[config.mk]
export PLATFORM = sky130hd
export DESIGN_NAME = xlat_tlb
export DESIGN_NICKNAME = d
export VERILOG_FILES = /design/src/rtl/tlb_pkg.sv /design/src/rtl/tlb_match.sv /design/src/rtl/tlb_store.sv /design/src/rtl/tlb_plru.sv /design/src/rtl/xlat_tlb.sv
export SDC_FILE = /design/constraint.sdc
export NUM_CORES = 2
export LEC_CHECK = 0
export BUFFER_PORTS_ARGS = -buffer_cell sky130_fd_sc_hd__buf_2
export CAP_MARGIN = 20
export CORE_MARGIN = 10
export CORE_UTILIZATION = 58
export CTS_CLUSTER_DIAMETER = 30
export DETAILED_ROUTE_END_ITERATION = 16
export HOLD_SLACK_MARGIN = 0.06
export PLACE_DENSITY = 0.81
export SLEW_MARGIN = 5
export SYNTH_ARGS = -nofsm -noshare
export SYNTH_HDL_FRONTEND = slang
export SYNTH_SLANG_ARGS = --single-unit
[constraint.sdc]
create_clock -name clk -period 5.1 [get_ports clk]
set_input_delay 1.02 -clock clk [delete_from_list [all_inputs] [get_ports clk]]
set_output_delay 1.02 -clock clk [all_outputs]
set_load 0.03 [all_outputs]
[src/rtl/tlb_pkg.sv]
package tlb_pkg;

    parameter int VA_W   = 32;
    parameter int OFF_W  = 12;
    parameter int VPN_W  = VA_W - OFF_W;
    parameter int PPN_W  = 18;
    parameter int PA_W   = PPN_W + OFF_W;
    parameter int WAYS   = 4;
    parameter int SETS   = 16;

    localparam int IDX_W = $clog2(SETS);
    localparam int TAG_W = VPN_W - IDX_W;
    localparam int WAY_W = $clog2(WAYS);
    localparam int PLRU_W = WAYS - 1;

    typedef logic [IDX_W-1:0]  set_idx_t;
    typedef logic [TAG_W-1:0]  tag_t;
    typedef logic [WAY_W-1:0]  way_t;
    typedef logic [PLRU_W-1:0] plru_t;

    typedef struct packed {
        logic             vld;
        tag_t             tag;
        logic [PPN_W-1:0] ppn;
        logic             wr_ok;
    } tlb_entry_t;

    typedef tlb_entry_t [WAYS-1:0] tlb_row_t;

    // Victim pointed to by the tree bits.
    function automatic way_t plru_victim(plru_t p);
        way_t v;
        if (p[0]) v = p[2] ? way_t'(3) : way_t'(2);
        else      v = p[1] ? way_t'(1) : way_t'(0);
        return v;
    endfunction

    // Steer the tree away from the way just used.
    function automatic plru_t plru_touch(plru_t p, way_t w);
        plru_t r;
        r = p;
        if (!w[1]) begin
            r[0] = 1'b1;
            r[1] = ~w[0];
        end else begin
            r[0] = 1'b0;
            r[2] = ~w[0];
        end
        return r;
    endfunction

    // Lowest-numbered way whose valid bit is clear.
    function automatic way_t first_free(logic [WAYS-1:0] vld);
        way_t w;
        w = '0;
        for (int i = WAYS - 1; i >= 0; i--) begin
            if (!vld[i]) w = way_t'(i);
        end
        return w;
    endfunction

endpackage

[src/rtl/tlb_match.sv]
module tlb_match
    import tlb_pkg::*;
(
    input  tlb_row_t row,
    input  tag_t     tag,
    output logic     any_hit,
    output way_t     hit_way,
    output logic [WAYS-1:0] vld_vec
);
    logic [WAYS-1:0] hit_vec;

    for (genvar w = 0; w < WAYS; w++) begin : g_way
        assign hit_vec[w] = row[w].vld && (row[w].tag == tag);
        assign vld_vec[w] = row[w].vld;
    end

    always_comb begin
        hit_way = '0;
        for (int i = WAYS - 1; i >= 0; i--) begin
            if (hit_vec[i]) hit_way = way_t'(i);
        end
    end

    assign any_hit = |hit_vec;

endmodule

[src/rtl/tlb_store.sv]
module tlb_store
    import tlb_pkg::*;
(
    input  logic       clk,
    input  logic       rst,
    input  logic       flush,
    input  logic       wr_en,
    input  set_idx_t   wr_set,
    input  way_t       wr_way,
    input  tlb_entry_t wr_ent,
    input  set_idx_t   rd_set_a,
    input  set_idx_t   rd_set_b,
    output tlb_row_t   row_a,
    output tlb_row_t   row_b
);
    tlb_row_t mem_q [SETS];

    always_ff @(posedge clk) begin
        if (rst) begin
            for (int s = 0; s < SETS; s++) mem_q[s] <= '0;
        end else if (flush) begin
            for (int s = 0; s < SETS; s++) begin
                for (int w = 0; w < WAYS; w++) mem_q[s][w].vld <= 1'b0;
            end
        end else if (wr_en) begin
            mem_q[wr_set][wr_way] <= wr_ent;
        end
    end

    assign row_a = mem_q[rd_set_a];
    assign row_b = mem_q[rd_set_b];

endmodule

[src/rtl/tlb_plru.sv]
module tlb_plru
    import tlb_pkg::*;
(
    input  logic     clk,
    input  logic     rst,
    input  logic     hit_en,
    input  set_idx_t hit_set,
    input  way_t     hit_way,
    input  logic     fill_en,
    input  set_idx_t fill_set,
    input  way_t     fill_way,
    output plru_t    fill_bits
);
    plru_t bits_all [SETS];

    for (genvar s = 0; s < SETS; s++) begin : g_set
        plru_t bits_q;
        always_ff @(posedge clk) begin
            if (rst) begin
                bits_q <= '0;
            end else if (fill_en && fill_set == set_idx_t'(s)) begin
                bits_q <= plru_touch(bits_q, fill_way);
            end else if (hit_en && hit_set == set_idx_t'(s)) begin
                bits_q <= plru_touch(bits_q, hit_way);
            end
        end
        assign bits_all[s] = bits_q;
    end

    assign fill_bits = bits_all[fill_set];

endmodule

[src/rtl/xlat_tlb.sv]
module xlat_tlb
    import tlb_pkg::*;
(
    input  logic             clk,
    input  logic             rst,
    input  logic             lk_valid,
    input  logic [VA_W-1:0]  lk_vaddr,
    input  logic             lk_write,
    input  logic             fill_en,
    input  logic [VPN_W-1:0] fill_vpn,
    input  logic [PPN_W-1:0] fill_ppn,
    input  logic             fill_wr_ok,
    input  logic             flush,
    output logic             rsp_hit,
    output logic             rsp_miss,
    output logic             rsp_wprot,
    output logic [PA_W-1:0]  rsp_paddr
);
    // Address split
    set_idx_t lk_set, fl_set;
    tag_t     lk_tag, fl_tag;
    assign lk_set = lk_vaddr[OFF_W +: IDX_W];
    assign lk_tag = lk_vaddr[OFF_W + IDX_W +: TAG_W];
    assign fl_set = fill_vpn[IDX_W-1:0];
    assign fl_tag = fill_vpn[VPN_W-1:IDX_W];

    tlb_row_t        lk_row, fl_row;
    logic            lk_any, fl_any;
    way_t            lk_way, fl_match_way, fl_way;
    logic [WAYS-1:0] lk_vld, fl_vld;
    plru_t           fl_bits;
    logic            fill_do, lk_touch;
    tlb_entry_t      new_ent, lk_ent;

    assign fill_do  = fill_en && !flush;
    assign lk_touch = lk_valid && lk_any;

    tlb_store u_store (
        .clk      (clk),
        .rst      (rst),
        .flush    (flush),
        .wr_en    (fill_do),
        .wr_set   (fl_set),
        .wr_way   (fl_way),
        .wr_ent   (new_ent),
        .rd_set_a (lk_set),
        .rd_set_b (fl_set),
        .row_a    (lk_row),
        .row_b    (fl_row)
    );

    tlb_match u_lk_match (
        .row     (lk_row),
        .tag     (lk_tag),
        .any_hit (lk_any),
        .hit_way (lk_way),
        .vld_vec (lk_vld)
    );

    tlb_match u_fl_match (
        .row     (fl_row),
        .tag     (fl_tag),
        .any_hit (fl_any),
        .hit_way (fl_match_way),
        .vld_vec (fl_vld)
    );

    tlb_plru u_plru (
        .clk       (clk),
        .rst       (rst),
        .hit_en    (lk_touch),
        .hit_set   (lk_set),
        .hit_way   (lk_way),
        .fill_en   (fill_do),
        .fill_set  (fl_set),
        .fill_way  (fl_way),
        .fill_bits (fl_bits)
    );

    // Placement: same tag, then a free way, then the tree victim.
    always_comb begin
        if (fl_any)         fl_way = fl_match_way;
        else if (&fl_vld)   fl_way = plru_victim(fl_bits);
        else                fl_way = first_free(fl_vld);
    end

    always_comb begin
        new_ent.vld   = 1'b1;
        new_ent.tag   = fl_tag;
        new_ent.ppn   = fill_ppn;
        new_ent.wr_ok = fill_wr_ok;
    end

    assign lk_ent = lk_row[lk_way];

    logic unused_vld;
    assign unused_vld = ^lk_vld;

    always_ff @(posedge clk) begin
        if (rst) begin
            rsp_hit   <= 1'b0;
            rsp_miss  <= 1'b0;
            rsp_wprot <= 1'b0;
            rsp_paddr <= '0;
        end else begin
            rsp_hit   <= lk_touch && (!lk_write || lk_ent.wr_ok);
            rsp_wprot <= lk_touch && lk_write && !lk_ent.wr_ok;
            rsp_miss  <= lk_valid && !lk_any;
            if (lk_touch && (!lk_write || lk_ent.wr_ok))
                rsp_paddr <= {lk_ent.ppn, lk_vaddr[OFF_W-1:0]};
            else
                rsp_paddr <= '0;
        end
    end

endmodule

==> flow_summary.rst <==
.. list-table::
   :header-rows: 1

   * - Metric
     - Value
   * - First-pass GRT wire length
     - 610200 microns
   * - Worst min path class
     - in2reg
   * - Fin. Hold Viols
     - 0
   * - DIE WIDTH
     - 475.3 microns
   * - Switching pwr
     - 14.00 mW
   * - Crit-path most repeated cell
     - buf_12
   * - Met2 track demand over resource
     - 0.5472
   * - Part of the Yosys area used for sequential elements
     - 0.5837
   * - Largest net degree at the start of global routing
     - 120
   * - Die height
     - 475.3 microns
   * - CP required
     - 5.76 ns
   * - Synth async-reset ratio
     - 0
   * - Min Tclk post-route
     - 5.139 ns
   * - Internal reg-to-reg setup slack
     - 0.34 ns
   * - Number of clock buffers inserted by TritonCTS
     - 471
   * - # fillers
     - 12070
   * - Utilization after layout
     - 0.7045
   * - I/O pin cnt
     - 110
   * - Area Growth Syn to Fin
     - 21.12%
   * - Count of routing violations after the opening detailed-route iteration
     - 15440
   * - DRT Pass-1 Iters
     - 12
   * - Critical-path cell list
     - buf_8 > buf_12 > buf_4 > mux4_2 > mux2i_1 > buf_4 > mux2i_1 > xnor2_1 > and4_1 > o2111ai_2 > o21ai_0 > a21boi_1 > o211ai_1 > buf_12 > nor2_2 > or2_2 > buf_12
   * - Global-route usage over all layers
     - 0.3763
   * - Max Buffers Root-to-Sink
     - 4
   * - Peak fanout along the critical path
     - 28
   * - Critical path depth in cells
     - 17
   * - Vias after detailed routing
     - 84780
   * - Synthesized area divided by synthesized cell count
     - 14.75 sq um
   * - Clk_lat worst skew
     - 1.01 ns
   * - Worst-path cell with the longest stage delay
     - o211ai_1
   * - Syn Nets
     - 8227
   * - Worst vdd ir
     - 0.4242 mV
   * - Per-cell via count in the routed design
     - 7.158
   * - Antenna violations before repair
     - 29
   * - Clock power frac
     - 0.535
   * - Path type of the worst setup path
     - in2reg
   * - Cts hold-fix bufs
     - 0
   * - Synthesis-stage register bit count
     - 2385
   * - Global route total overflow
     - 0
   * - Skew final
     - 0.09428 ns
   * - Pins over their slew limit
     - 0
   * - Most common library cell in the layout ignoring fill and taps
     - edfxtp_1
   * - Final count of negative-setup-slack endpoints
     - 30
   * - Max-Cap Viols
     - 0
   * - Port-buffer cells
     - 109
   * - Number of H-tree levels
     - 5
   * - Via count of the first global-routing pass
     - 84290
   * - Synth warnings
     - 0
   * - Crit-path leading delay family
     - compound AO/OA/AOI/OAI gates
   * - Final net count
     - 8809
   * - Actual transition at the worst max-transition pin
     - 1.198 ns
   * - Result of the run
     - finished with violations
   * - Average wire per cell in the routed design
     - 36.59 microns
   * - Routed WL
     - 433300 microns
   * - Final hold slack
     - 0.2242 ns
   * - CP startpoint kind
     - primary input
   * - Post-route setup slack
     - -0.03877 ns
   * - Antenna violation net count after detailed routing
     - 0
   * - Leakage
     - 55.17 nW
   * - Switching share of total power
     - 0.2372
   * - Max-Slew Margin vs Limit
     - 0.1991
   * - Global routing's busiest layer
     - met2
   * - Unrepaired setup endpoints after global routing
     - false
   * - Cell Area, Synth
     - 120200 sq um
   * - DRC violations left
     - 0
   * - Buffers plus inverters on the worst setup path
     - 6
   * - Combined area of the multi-input logic cells
     - 46100 sq um
   * - Reg2Reg Depth
     - 12
   * - Area of the core
     - 206700 sq um
   * - Overall die area
     - 225900 sq um
   * - CP Data Arrival Time
     - 5.80 ns
   * - Global-route met1 utilization
     - 0.4673
   * - Share of final-layout standard cells stronger than drive strength 1
     - 0.3019
   * - Slowest cell delay on critical path
     - 0.55 ns
   * - Final period utilization
     - 1.008
   * - Cell variety after synth
     - 90
   * - Post-CTS Repair Setup Buffers
     - 0
   * - Combinational cell fraction of total power
     - 0.084
   * - Clock transition time at the flip-flop clock pins of the worst setup and hold paths
     - 0.06 ns
   * - WHS Path Cells
     - 3
   * - EDFF count, synth
     - 2240
   * - TNS Setup
     - -0.4517 ns
   * - Starting density of the core
     - 0.5817
   * - Final HPWL DP
     - 266600 microns
   * - Site row count
     - 167
   * - Commonest non-fill, non-tap cells in the layout
     - 2240 x edfxtp_1, 2167 x and2_1, 801 x mux4_2
   * - Gate count of the mapped netlist
     - 8150
   * - Post-layout instance area
     - 145600 sq um
   * - Register area
     - 70170 sq um
   * - Violations in the final reports
     - setup timing
   * - CTS tree
     - done
   * - Power Density
     - 405.5 nW/um^2
   * - Met3 routing resource usage after global routing
     - 0.1318
   * - Timing-limited maximum frequency
     - 194.6 MHz
   * - TritonCTS Sinks
     - 2385
   * - Post-CTS resize count
     - 0
   * - Register share of total power
     - 0.381
   * - Dpl cell area
     - 129300 sq um
   * - Root cell of the clock tree
     - clkbuf_16
   * - Internal power contribution
     - 45.04 mW
   * - Most instantiated flip-flop cell in the synthesis netlist
     - edfxtp_1
   * - GP Congestion
     - 1.033
   * - Kind of end point of the critical path
     - register
[cells by family (layout without fill, tap and decap cells)]
kind of cell / count (synthesis) / in the layout / share of synthesized area
multiplexers: 1280 / 1280 / 0.1904
other: 0 / 13 / 0
buffers and inverters: 885 / 1861 / 0.03387
AO/OA/AOI/OAI: 573 / 573 / 0.03407
XOR/XNOR: 118 / 118 / 0.008598
AND/OR/NAND/NOR: 2909 / 2909 / 0.1493
flip-flops: 2385 / 2385 / 0.5837
[worst reg2reg max path: stages (launching register included)]
cell and delay (ns):
edfxtp_1 0.41, mux4_2 0.48, mux2i_1 0.54, a211oi_1 0.17
a2111oi_0 0.44, nand3_1 0.12, or4_1 0.56, a21boi_1 0.20
o211ai_1 0.55, buf_12 0.28, nor2_2 0.09, or2_2 0.38
buf_12 0.18
[flip-flops by register name (all words and copies together), names as in the netlist]
register and flops:
u_store.mem_q 2304, u_plru.g_set.bits_q 48, rsp_paddr 30, rsp_hit 1, rsp_miss 1, rsp_wprot 1
[cell type report]
class	count	area share
antenna	13	0.0002234
sequential	2385	0.4819
inverter	28	0.0007906
multi-input combinational	4880	0.3167
tap	2704	0.02324
clock buffer	553	0.08557
timing repair buffer	966	0.06588
clock inverter	314	0.02569
[final timing paths]
kind | from | endpoint
setup / recovery | fill_vpn[0] | u_store.mem_q[7][9]
setup reg to reg | u_store.mem_q[15][70] | u_store.mem_q[7][9]
hold / removal | lk_vaddr[8] | rsp_paddr[8]
hold reg to reg | u_store.mem_q[11][35] | u_store.mem_q[11][35]
[through the flow]
step	cells	setup slack [ns]	power (mW)
2_1_floorplan	8150	0.01777	25.27
3_3_place_gp	10960	-0.7197	27.33
3_5_place_dp	10960	-0.7106	27.47
4_1_cts	11830	0.1937	58.70
5_1_grt	11830	0.09207	59.98
6_report	11840	-0.03877	59.04
[power by group through the flow]
stage,logic [mW],registers (mW),clock network (mW)
6_report,4.99,22.5,31.6
4_1_cts,4.77,22.4,31.5
3_3_place_gp,4.64,22.7,0
2_1_floorplan,2.63,22.6,0
3_5_place_dp,4.70,22.8,0
5_1_grt,5.00,22.5,32.5
[Yosys cell counts, drive strengths merged, types with 72 or more instances]
cell / count / share of area
o21ai: 77 / 0.0033
nor3: 141 / 0.0075
mux2i: 435 / 0.036
edfxtp: 2240 / 0.56
and2: 2167 / 0.11
xnor2: 105 / 0.0077
buf: 276 / 0.014
dfxtp: 145 / 0.024
nor2: 144 / 0.0060
nand2: 99 / 0.0031
mux4: 801 / 0.15
a22oi: 146 / 0.0091
a21o: 75 / 0.0047
clkbuf: 581 / 0.019
or2: 72 / 0.0037
[per-layer routing]
layer  wire (microns)  vias up
li1                 -    32010
met1           136200    41910
met2           186600     8727
met3            69500     2116
met4            40910       18
met5              101        -
(Power assumes the default switching activity.)
